--- config.mk ---
export PLATFORM = sky130hd
export DESIGN_NAME = pwr_dom_seq
export DESIGN_NICKNAME = d
export VERILOG_FILES = /design/src/rtl/pds_pkg.sv /design/src/rtl/pds_sequencer.sv /design/src/rtl/pds_dom_bank.sv /design/src/rtl/pwr_dom_seq.sv
export SDC_FILE = /design/constraint.sdc
export NUM_CORES = 1
export LEC_CHECK = 0
export CAP_MARGIN = 25
export CORE_UTILIZATION = 55
export CTS_BUF_LIST = sky130_fd_sc_hd__clkbuf_8
export CTS_CLUSTER_DIAMETER = 60
export CTS_CLUSTER_SIZE = 40
export DETAILED_ROUTE_END_ITERATION = 12
export GPL_TIMING_DRIVEN = 1
export PLACE_DENSITY = 0.85
export SYNTH_ARGS = -nofsm -noshare
export SYNTH_HDL_FRONTEND = slang
export SYNTH_SLANG_ARGS = --single-unit
--- constraint.sdc ---
create_clock -name clk -period 2.39 [get_ports clk]
set_input_delay 0.478 -clock clk [delete_from_list [all_inputs] [get_ports clk]]
set_output_delay 0.478 -clock clk [all_outputs]
set_load 0.05 [all_outputs]
--- src/rtl/pds_pkg.sv ---
package pds_pkg;

   typedef enum logic [3:0] {
      ACT_NONE,
      ACT_ISO_ON,
      ACT_RST_ON,
      ACT_PWR_OFF,
      ACT_PWR_ON,
      ACT_RST_REL,
      ACT_ISO_REL,
      ACT_REPAIR,
      ACT_SRAM_CLK,
      ACT_BUS_CLK,
      ACT_MOD_CLK
   } pds_act_e;

   // Action performed at step idx of a sequence.
   function automatic pds_act_e step_act(input logic up, input logic late,
                                         input logic [2:0] idx);
      pds_act_e a;
      a = ACT_NONE;
      if (!up) begin
         case (idx)
            3'd0: a = ACT_ISO_ON;
            3'd1: a = ACT_RST_ON;
            3'd2: a = ACT_PWR_OFF;
            default: a = ACT_NONE;
         endcase
      end else if (!late) begin
         case (idx)
            3'd0: a = ACT_PWR_ON;
            3'd1: a = ACT_RST_REL;
            3'd2: a = ACT_ISO_REL;
            default: a = ACT_NONE;
         endcase
      end else begin
         case (idx)
            3'd0: a = ACT_PWR_ON;
            3'd1: a = ACT_ISO_REL;
            3'd2: a = ACT_REPAIR;
            3'd3: a = ACT_SRAM_CLK;
            3'd4: a = ACT_BUS_CLK;
            3'd5: a = ACT_MOD_CLK;
            3'd6: a = ACT_RST_REL;
            default: a = ACT_NONE;
         endcase
      end
      return a;
   endfunction

   function automatic logic [2:0] last_step(input logic up, input logic late);
      return (up && late) ? 3'd6 : 3'd2;
   endfunction

   function automatic logic is_iso_act(input pds_act_e a);
      return (a == ACT_ISO_ON) || (a == ACT_ISO_REL);
   endfunction

   function automatic logic is_rst_act(input pds_act_e a);
      return (a == ACT_RST_ON) || (a == ACT_RST_REL);
   endfunction

endpackage

--- src/rtl/pds_sequencer.sv ---
module pds_sequencer
   import pds_pkg::*;
#(
   parameter int unsigned N_DOM       = 2,
   parameter int unsigned DW          = 1,
   parameter int unsigned STEP_DLY    = 4,
   parameter logic [N_DOM-1:0] ISO_PRESENT = '1,
   parameter logic [N_DOM-1:0] RST_PRESENT = '1,
   parameter logic [N_DOM-1:0] LATE_UP     = '0
) (
   input  logic          clk,
   input  logic          rst_n,
   input  logic          cmd_valid,
   input  logic          cmd_up,
   input  logic [DW-1:0] cmd_dom,
   output logic          busy,
   output logic          done,
   output logic          err,
   output logic          fire,
   output pds_act_e      act,
   output logic [DW-1:0] act_dom
);

   localparam int unsigned CNT_W = (STEP_DLY > 1) ? $clog2(STEP_DLY) : 1;
   localparam logic [CNT_W-1:0] RELOAD = CNT_W'(STEP_DLY - 1);

   logic             busy_q, done_q, err_q, up_q;
   logic [DW-1:0]    dom_q;
   logic [2:0]       idx_q;
   logic [CNT_W-1:0] cnt_q;

   logic     late, absent, at_step;
   pds_act_e cur;

   always_comb begin
      late    = LATE_UP[dom_q];
      cur     = step_act(up_q, late, idx_q);
      absent  = (is_iso_act(cur) && !ISO_PRESENT[dom_q]) ||
                (is_rst_act(cur) && !RST_PRESENT[dom_q]);
      at_step = busy_q && (cnt_q == '0);
   end

   always_ff @(posedge clk or negedge rst_n) begin
      if (!rst_n) begin
         busy_q <= 1'b0;
         done_q <= 1'b0;
         err_q  <= 1'b0;
         up_q   <= 1'b0;
         dom_q  <= '0;
         idx_q  <= '0;
         cnt_q  <= '0;
      end else begin
         done_q <= 1'b0;
         if (cmd_valid) begin
            if (busy_q) begin
               err_q <= 1'b1;
            end else begin
               busy_q <= 1'b1;
               up_q   <= cmd_up;
               dom_q  <= cmd_dom;
               idx_q  <= '0;
               cnt_q  <= '0;
            end
         end
         if (at_step) begin
            if (idx_q == last_step(up_q, late)) begin
               busy_q <= 1'b0;
               done_q <= 1'b1;
            end else begin
               idx_q <= idx_q + 3'd1;
               cnt_q <= absent ? '0 : RELOAD;
            end
         end else if (busy_q) begin
            cnt_q <= cnt_q - 1'b1;
         end
      end
   end

   assign busy    = busy_q;
   assign done    = done_q;
   assign err     = err_q;
   assign fire    = at_step && !absent;
   assign act     = cur;
   assign act_dom = dom_q;

endmodule

--- src/rtl/pds_dom_bank.sv ---
module pds_dom_bank
   import pds_pkg::*;
#(
   parameter int unsigned N_DOM       = 2,
   parameter int unsigned DW          = 1,
   parameter logic [N_DOM-1:0] ISO_PRESENT = '1,
   parameter logic [N_DOM-1:0] RST_PRESENT = '1,
   parameter logic [N_DOM-1:0] INIT_OFF    = '0
) (
   input  logic             clk,
   input  logic             rst_n,
   input  logic             fire,
   input  pds_act_e         act,
   input  logic [DW-1:0]    act_dom,
   output logic [N_DOM-1:0] pwr_off,
   output logic [N_DOM-1:0] iso_n,
   output logic [N_DOM-1:0] rst_n_o,
   output logic [N_DOM-1:0] repair,
   output logic [N_DOM-1:0] sram_clk,
   output logic [N_DOM-1:0] bus_clk,
   output logic [N_DOM-1:0] mod_clk
);

   for (genvar i = 0; i < N_DOM; i++) begin : g_dom
      localparam logic ISO_RST = ISO_PRESENT[i] ? !INIT_OFF[i] : 1'b1;
      localparam logic RST_RST = RST_PRESENT[i] ? !INIT_OFF[i] : 1'b1;

      logic pwr_q, iso_q, rst_q, rep_q, sram_q, bus_q, mod_q;
      logic sel;

      assign sel = fire && (act_dom == DW'(i));

      always_ff @(posedge clk or negedge rst_n) begin
         if (!rst_n) begin
            pwr_q  <= INIT_OFF[i];
            iso_q  <= ISO_RST;
            rst_q  <= RST_RST;
            rep_q  <= 1'b0;
            sram_q <= 1'b0;
            bus_q  <= 1'b0;
            mod_q  <= 1'b0;
         end else begin
            rep_q  <= sel && (act == ACT_REPAIR);
            sram_q <= sel && (act == ACT_SRAM_CLK);
            bus_q  <= sel && (act == ACT_BUS_CLK);
            mod_q  <= sel && (act == ACT_MOD_CLK);
            if (sel) begin
               case (act)
                  ACT_ISO_ON:  iso_q <= 1'b0;
                  ACT_ISO_REL: iso_q <= 1'b1;
                  ACT_RST_ON:  rst_q <= 1'b0;
                  ACT_RST_REL: rst_q <= 1'b1;
                  ACT_PWR_OFF: pwr_q <= 1'b1;
                  ACT_PWR_ON:  pwr_q <= 1'b0;
                  default: ;
               endcase
            end
         end
      end

      assign pwr_off[i]  = pwr_q;
      assign iso_n[i]    = iso_q;
      assign rst_n_o[i]  = rst_q;
      assign repair[i]   = rep_q;
      assign sram_clk[i] = sram_q;
      assign bus_clk[i]  = bus_q;
      assign mod_clk[i]  = mod_q;
   end

endmodule

--- src/rtl/pwr_dom_seq.sv ---
module pwr_dom_seq
   import pds_pkg::*;
#(
   parameter int unsigned N_DOM       = 2,
   parameter int unsigned DW          = (N_DOM > 1) ? $clog2(N_DOM) : 1,
   parameter int unsigned STEP_DLY    = 4,
   parameter logic [N_DOM-1:0] ISO_PRESENT = 2'b01,
   parameter logic [N_DOM-1:0] RST_PRESENT = 2'b11,
   parameter logic [N_DOM-1:0] LATE_UP     = 2'b10,
   parameter logic [N_DOM-1:0] INIT_OFF    = 2'b10
) (
   input  logic             clk,
   input  logic             rst_n,
   input  logic             cmd_valid,
   input  logic             cmd_up,
   input  logic [DW-1:0]    cmd_dom,
   output logic [N_DOM-1:0] pwr_off,
   output logic [N_DOM-1:0] iso_n,
   output logic [N_DOM-1:0] dom_rst_n,
   output logic [N_DOM-1:0] repair_stb,
   output logic [N_DOM-1:0] sram_clk_stb,
   output logic [N_DOM-1:0] bus_clk_stb,
   output logic [N_DOM-1:0] mod_clk_stb,
   output logic [N_DOM-1:0] dom_on,
   output logic             busy,
   output logic             done,
   output logic             cmd_err
);

   if (N_DOM < 2) begin : g_bad_ndom
      $error("pwr_dom_seq: N_DOM must be at least 2");
   end
   if (STEP_DLY < 1) begin : g_bad_dly
      $error("pwr_dom_seq: STEP_DLY must be at least 1");
   end
   if ((1 << DW) < N_DOM) begin : g_bad_dw
      $error("pwr_dom_seq: DW too narrow for N_DOM");
   end

   logic          fire;
   pds_act_e      act;
   logic [DW-1:0] act_dom;

   pds_sequencer #(
      .N_DOM(N_DOM), .DW(DW), .STEP_DLY(STEP_DLY),
      .ISO_PRESENT(ISO_PRESENT), .RST_PRESENT(RST_PRESENT), .LATE_UP(LATE_UP)
   ) u_seq (
      .clk(clk), .rst_n(rst_n),
      .cmd_valid(cmd_valid), .cmd_up(cmd_up), .cmd_dom(cmd_dom),
      .busy(busy), .done(done), .err(cmd_err),
      .fire(fire), .act(act), .act_dom(act_dom)
   );

   pds_dom_bank #(
      .N_DOM(N_DOM), .DW(DW),
      .ISO_PRESENT(ISO_PRESENT), .RST_PRESENT(RST_PRESENT), .INIT_OFF(INIT_OFF)
   ) u_bank (
      .clk(clk), .rst_n(rst_n),
      .fire(fire), .act(act), .act_dom(act_dom),
      .pwr_off(pwr_off), .iso_n(iso_n), .rst_n_o(dom_rst_n),
      .repair(repair_stb), .sram_clk(sram_clk_stb),
      .bus_clk(bus_clk_stb), .mod_clk(mod_clk_stb)
   );

   assign dom_on = ~pwr_off;

endmodule

==> out/qor.yml <==
drt:
  route.detailed.drc: 0
  wl_um: 2730
  final_antenna_net_count: 0
  drtPass1Iterations: 6
  vias: 1083
  avgViaCountPerCell: 5.76
  route.detailed.wl_per_inst_um: 14.5
  initialDrtViolationCount: 15
layout:
  antenna_cells_inserted: 0
  area_growth_pct: 15.3
  layout_cell_share_with_drive_strength_beyond_1: 0.165
  fillers: 197
  design.final.nets: 170
timing:
  totalNegativeSetupSlack_ns: 0
  slew_viol_final: 0
  timing.final.crit_share: 0.932
  hold_viol_final: 0
  worst_slew_pin_slew_ns: 0.556
  max_clock_freq_mhz: 449
  finalClockSkew_ns: 0.00174
  unrepaired_setup_endpoints_after_global_routing: "false"
  worst_slack_ns: 0.163
  slew_headroom: 0.629
  setup-violations-final: 0
  fin_crit_ns: 2.23
die:
  core_um2: 2500
  dieArea_um2: 2890
  chipWidth_um: 53.8
  floorplan.initialDensity: 0.590
  die_height_um: 53.8
  core.rowCount: 18
  boundaryPins: 24
power:
  switching_share: 0.447
  power.density_nw_per_um2: 1250
  power_frac_clock: 0.165
  p_total_mw: 2.12
  power_report.internal_total_mw: 1.17
  power.static_leakage_nw: 0.726
  power_switching_uw: 947
  sequentialPowerShare: 0.304
  comb_power_share: 0.530
  power.ir.vdd_worst_v: 0.000927
global_routing:
  via_count_of_the_first_global_routing_pass: 1071
  first_pass_grt_wire_length_um: 4530
  initial_antenna_violation_count: 0
  track_usage: 0.219
  grt_start_max_net_pins: 25
  globalRoute.totalOverflow: 0
yosys:
  netlist.area_leader.share: 0.340
  postSynthAreaPerCell_um2: 10.0
  yosys_most_used_dff: "dfrtp_1"
  synth-edff-count: 0
  mappedNetlistArea_um2: 1470
  post_synth_inst_count: 147
  synth-seq-cells: 24
  synth_top_cell_by_area: "dfrtp_1"
  seq_area_frac_synth: 0.411
  synth.area.top_cells: "dfrtp_1 (34%), buf_4 (7.1%), dfstp_2 (7.1%), ha_1 (5.1%), mux2i_1 (4.1%)"
  synth.distinct_cells: 50
  yosys_warnings: 0
  async_flop_share: 1.00
worst_setup_path:
  cp_slowest_cell: "dfrtp_2"
  regToRegEndpoint: "u_seq.cnt_q[0]$_DFF_PN0_"
  r2r_start: "u_seq.idx_q[0]$_DFF_PN0_"
  cp.arrival_ns: 2.38
  cp-startpoint: "u_seq.idx_q[0]$_DFF_PN0_"
  timing.reg2reg.setup_slack_ns: 0.16
  crit_path_cell_trace: "inv_1 > ha_1 > or3_1 > a32o_1 > nor4_2 > mux2i_1 > a221o_1"
  critPathKind: "reg -> reg"
  path_depth: 7
  cpLargestDelayFamily: "compound AO/OA/AOI/OAI gates"
  endpoint_kind_of_the_worst_setup_timing_path: "register"
  worst-r2r-cell-count: 7
  setup.worst_path.end: "u_seq.cnt_q[0]$_DFF_PN0_"
  worstPathMaxFanout: 8
  critical_path_data_required_time_ns: 2.55
  timing.critical_path.buf_inv: 1
  worst_path_largest_cell_delay_ns: 0.42
  critPathLaunchType: "register"
clock_tree:
  insertion_delay_ns: 0.27
  root_buffer: "clkbuf_8"
  cts-hold-fix-buffers: 0
  cts_max_path_buffers: 2
  numClockSinks: 24
  path_clk_slew_ns: 0.08
  htree_num_levels: 1
  tritoncts.num_buffers: 3
  cts_tree: "done"
placed_design:
  post-place-ws_ns: 0.113
  place.gp.congestion: 0.846
  io_buffer_count: 23
  place_hpwl_um: 2060
min_path:
  hold_start: "u_bank.g_dom[1].iso_q$_DFFE_PN1P_"
  hp-class: "reg -> reg"
status:
  status: "finished clean"
job:
  max-cap-violations: 0
==> stage by stage <==
step / cell area [um^2] / util / hold WS [ns] / instances
after floorplan: 1480 / - / 0.182 / 149
after global placement: 1620 / 0.649 / 0.358 / 184
after detailed placement: 1620 / 0.649 / 0.358 / 184
after CTS: 1690 / 0.677 / 0.371 / 188
after global routing: 1700 / 0.680 / 0.373 / 188
final: 1700 / 0.680 / 0.368 / 188
==> cell usage after synthesis, types with 2 or more instances <==
master	number
o31ai_1	4
nand4_1	2
dfrtp_1	20
buf_2	2
a21o_1	2
clkbuf_1	2
a32oi_1	2
nand2b_1	2
ha_1	6
mux2i_1	6
mux2_2	2
inv_1	11
nand2_1	8
nor3b_2	2
a31oi_1	4
nor4_1	2
nor3_1	4
buf_4	14
a2bb2oi_1	2
nand3_1	3
buf_6	2
dfstp_2	4
nor2_1	8
a21oi_1	2
o21ai_0	6
==> worst register-to-register path, delay by kind of cell (launching register included) <==
family	cells	cell delay, ns
mux	1	0.10
fa+ha+maj	1	0.30
simple gates	2	0.56
buf+inv	1	0.09
flops	1	0.42
compound gates	2	0.66
==> layout by cell type (no fill, tap or decap), types with 2 or more instances in the layout <==
cell type        count
a21o_1               2
a21oi_1              2
a2bb2oi_1            2
a31oi_1              4
a32oi_1              2
buf_4                3
clkbuf_8             3
clkdlybuf4s50_1     23
conb_1               3
dfrtp_1             19
dfstp_2              4
ha_1                 6
inv_1               11
mux2_2               2
mux2i_1              6
nand2_1              8
nand2b_1             2
nand3_1              3
nand4_1              2
nor2_1               8
nor3_1               4
nor3b_2              2
nor4_1               2
o21ai_0              6
o31ai_1              3
==> timing repair <==
action                     CTS  global route
resized for setup            0             2
setup endpoints to repair    0             3
hold endpoints to repair     0             0
buffers inserted             0             0
==> layer usage <==
| metal | up-vias | part of all wire | track usage |
|---|---|---|---|
| li1 | 527 | - | - |
| met1 | 519 | 0.44 | 0.261 |
| met2 | 33 | 0.50 | 0.383 |
| met3 | 4 | 0.043 | 0.0339 |
| met4 | 0 | 0.017 | 0.0965 |
| met5 | - | 0 | 0 |
==> cell type report <==
| cell class | instances | area, um^2 | share of cell area |
|---|---|---|---|
| timing repair buffer | 26 | 253 | 0.149 |
| multi-input combinational | 93 | 689 | 0.406 |
| clock buffer | 3 | 41.3 | 0.0243 |
| sequential | 24 | 607 | 0.357 |
| clock inverter | 1 | 30.0 | 0.0177 |
| tap | 30 | 37.5 | 0.0221 |
| inverter | 11 | 41.3 | 0.0243 |
==> worst min-delay path by stage <==
stage,to,slack [ns],depth (start not counted)
finish,u_bank.g_dom[1].iso_q$_DFFE_PN1P_,0.37,0
global route,u_bank.g_dom[1].iso_q$_DFFE_PN1P_,0.37,0
CTS,u_bank.g_dom[1].iso_q$_DFFE_PN1P_,0.37,0
detailed placement,u_bank.g_dom[1].iso_q$_DFFE_PN1P_,0.36,0
global placement,u_bank.g_dom[1].iso_q$_DFFE_PN1P_,0.36,0
floorplan,u_bank.g_dom[0].bus_q$_DFF_PN0_,0.18,0
==> state kept, by name (all words and copies together) (netlist names), 2 cells and up <==
register / count
u_bank.g_dom.mod_q: 2
u_bank.g_dom.iso_q: 2
u_seq.cnt_q: 2
u_seq.idx_q: 3
u_bank.g_dom.rep_q: 2
u_bank.g_dom.pwr_q: 2
u_bank.g_dom.sram_q: 2
u_bank.g_dom.rst_q: 2
u_bank.g_dom.bus_q: 2
==> cell families after synthesis <==
| kind of cell | count (synthesis) | synth area share |
|---|---|---|
| AO/OA/AOI/OAI | 34 | 0.188 |
| XOR/XNOR | 1 | 0.00594 |
| adder cells (fa/ha/maj) | 6 | 0.0509 |
| buffers and inverters | 32 | 0.130 |
| flip-flops | 24 | 0.411 |
| multiplexers | 8 | 0.0560 |
| other | 1 | 0.00254 |
| AND/OR/NAND/NOR | 41 | 0.156 |
==> power groups by stage <==
| stage | clock network, mW | registers [mW] | logic (mW) |
|---|---|---|---|
| 4_1_cts | 0.363 | 0.639 | 1.11 |
| 5_1_grt | 0.378 | 0.664 | 1.24 |
| 3_3_place_gp | 0 | 0.636 | 1.05 |
| 6_report | 0.350 | 0.644 | 1.12 |
| 3_5_place_dp | 0 | 0.644 | 1.11 |
| 2_1_floorplan | 0 | 0.572 | 0.967 |
(Power assumes the default switching activity.)
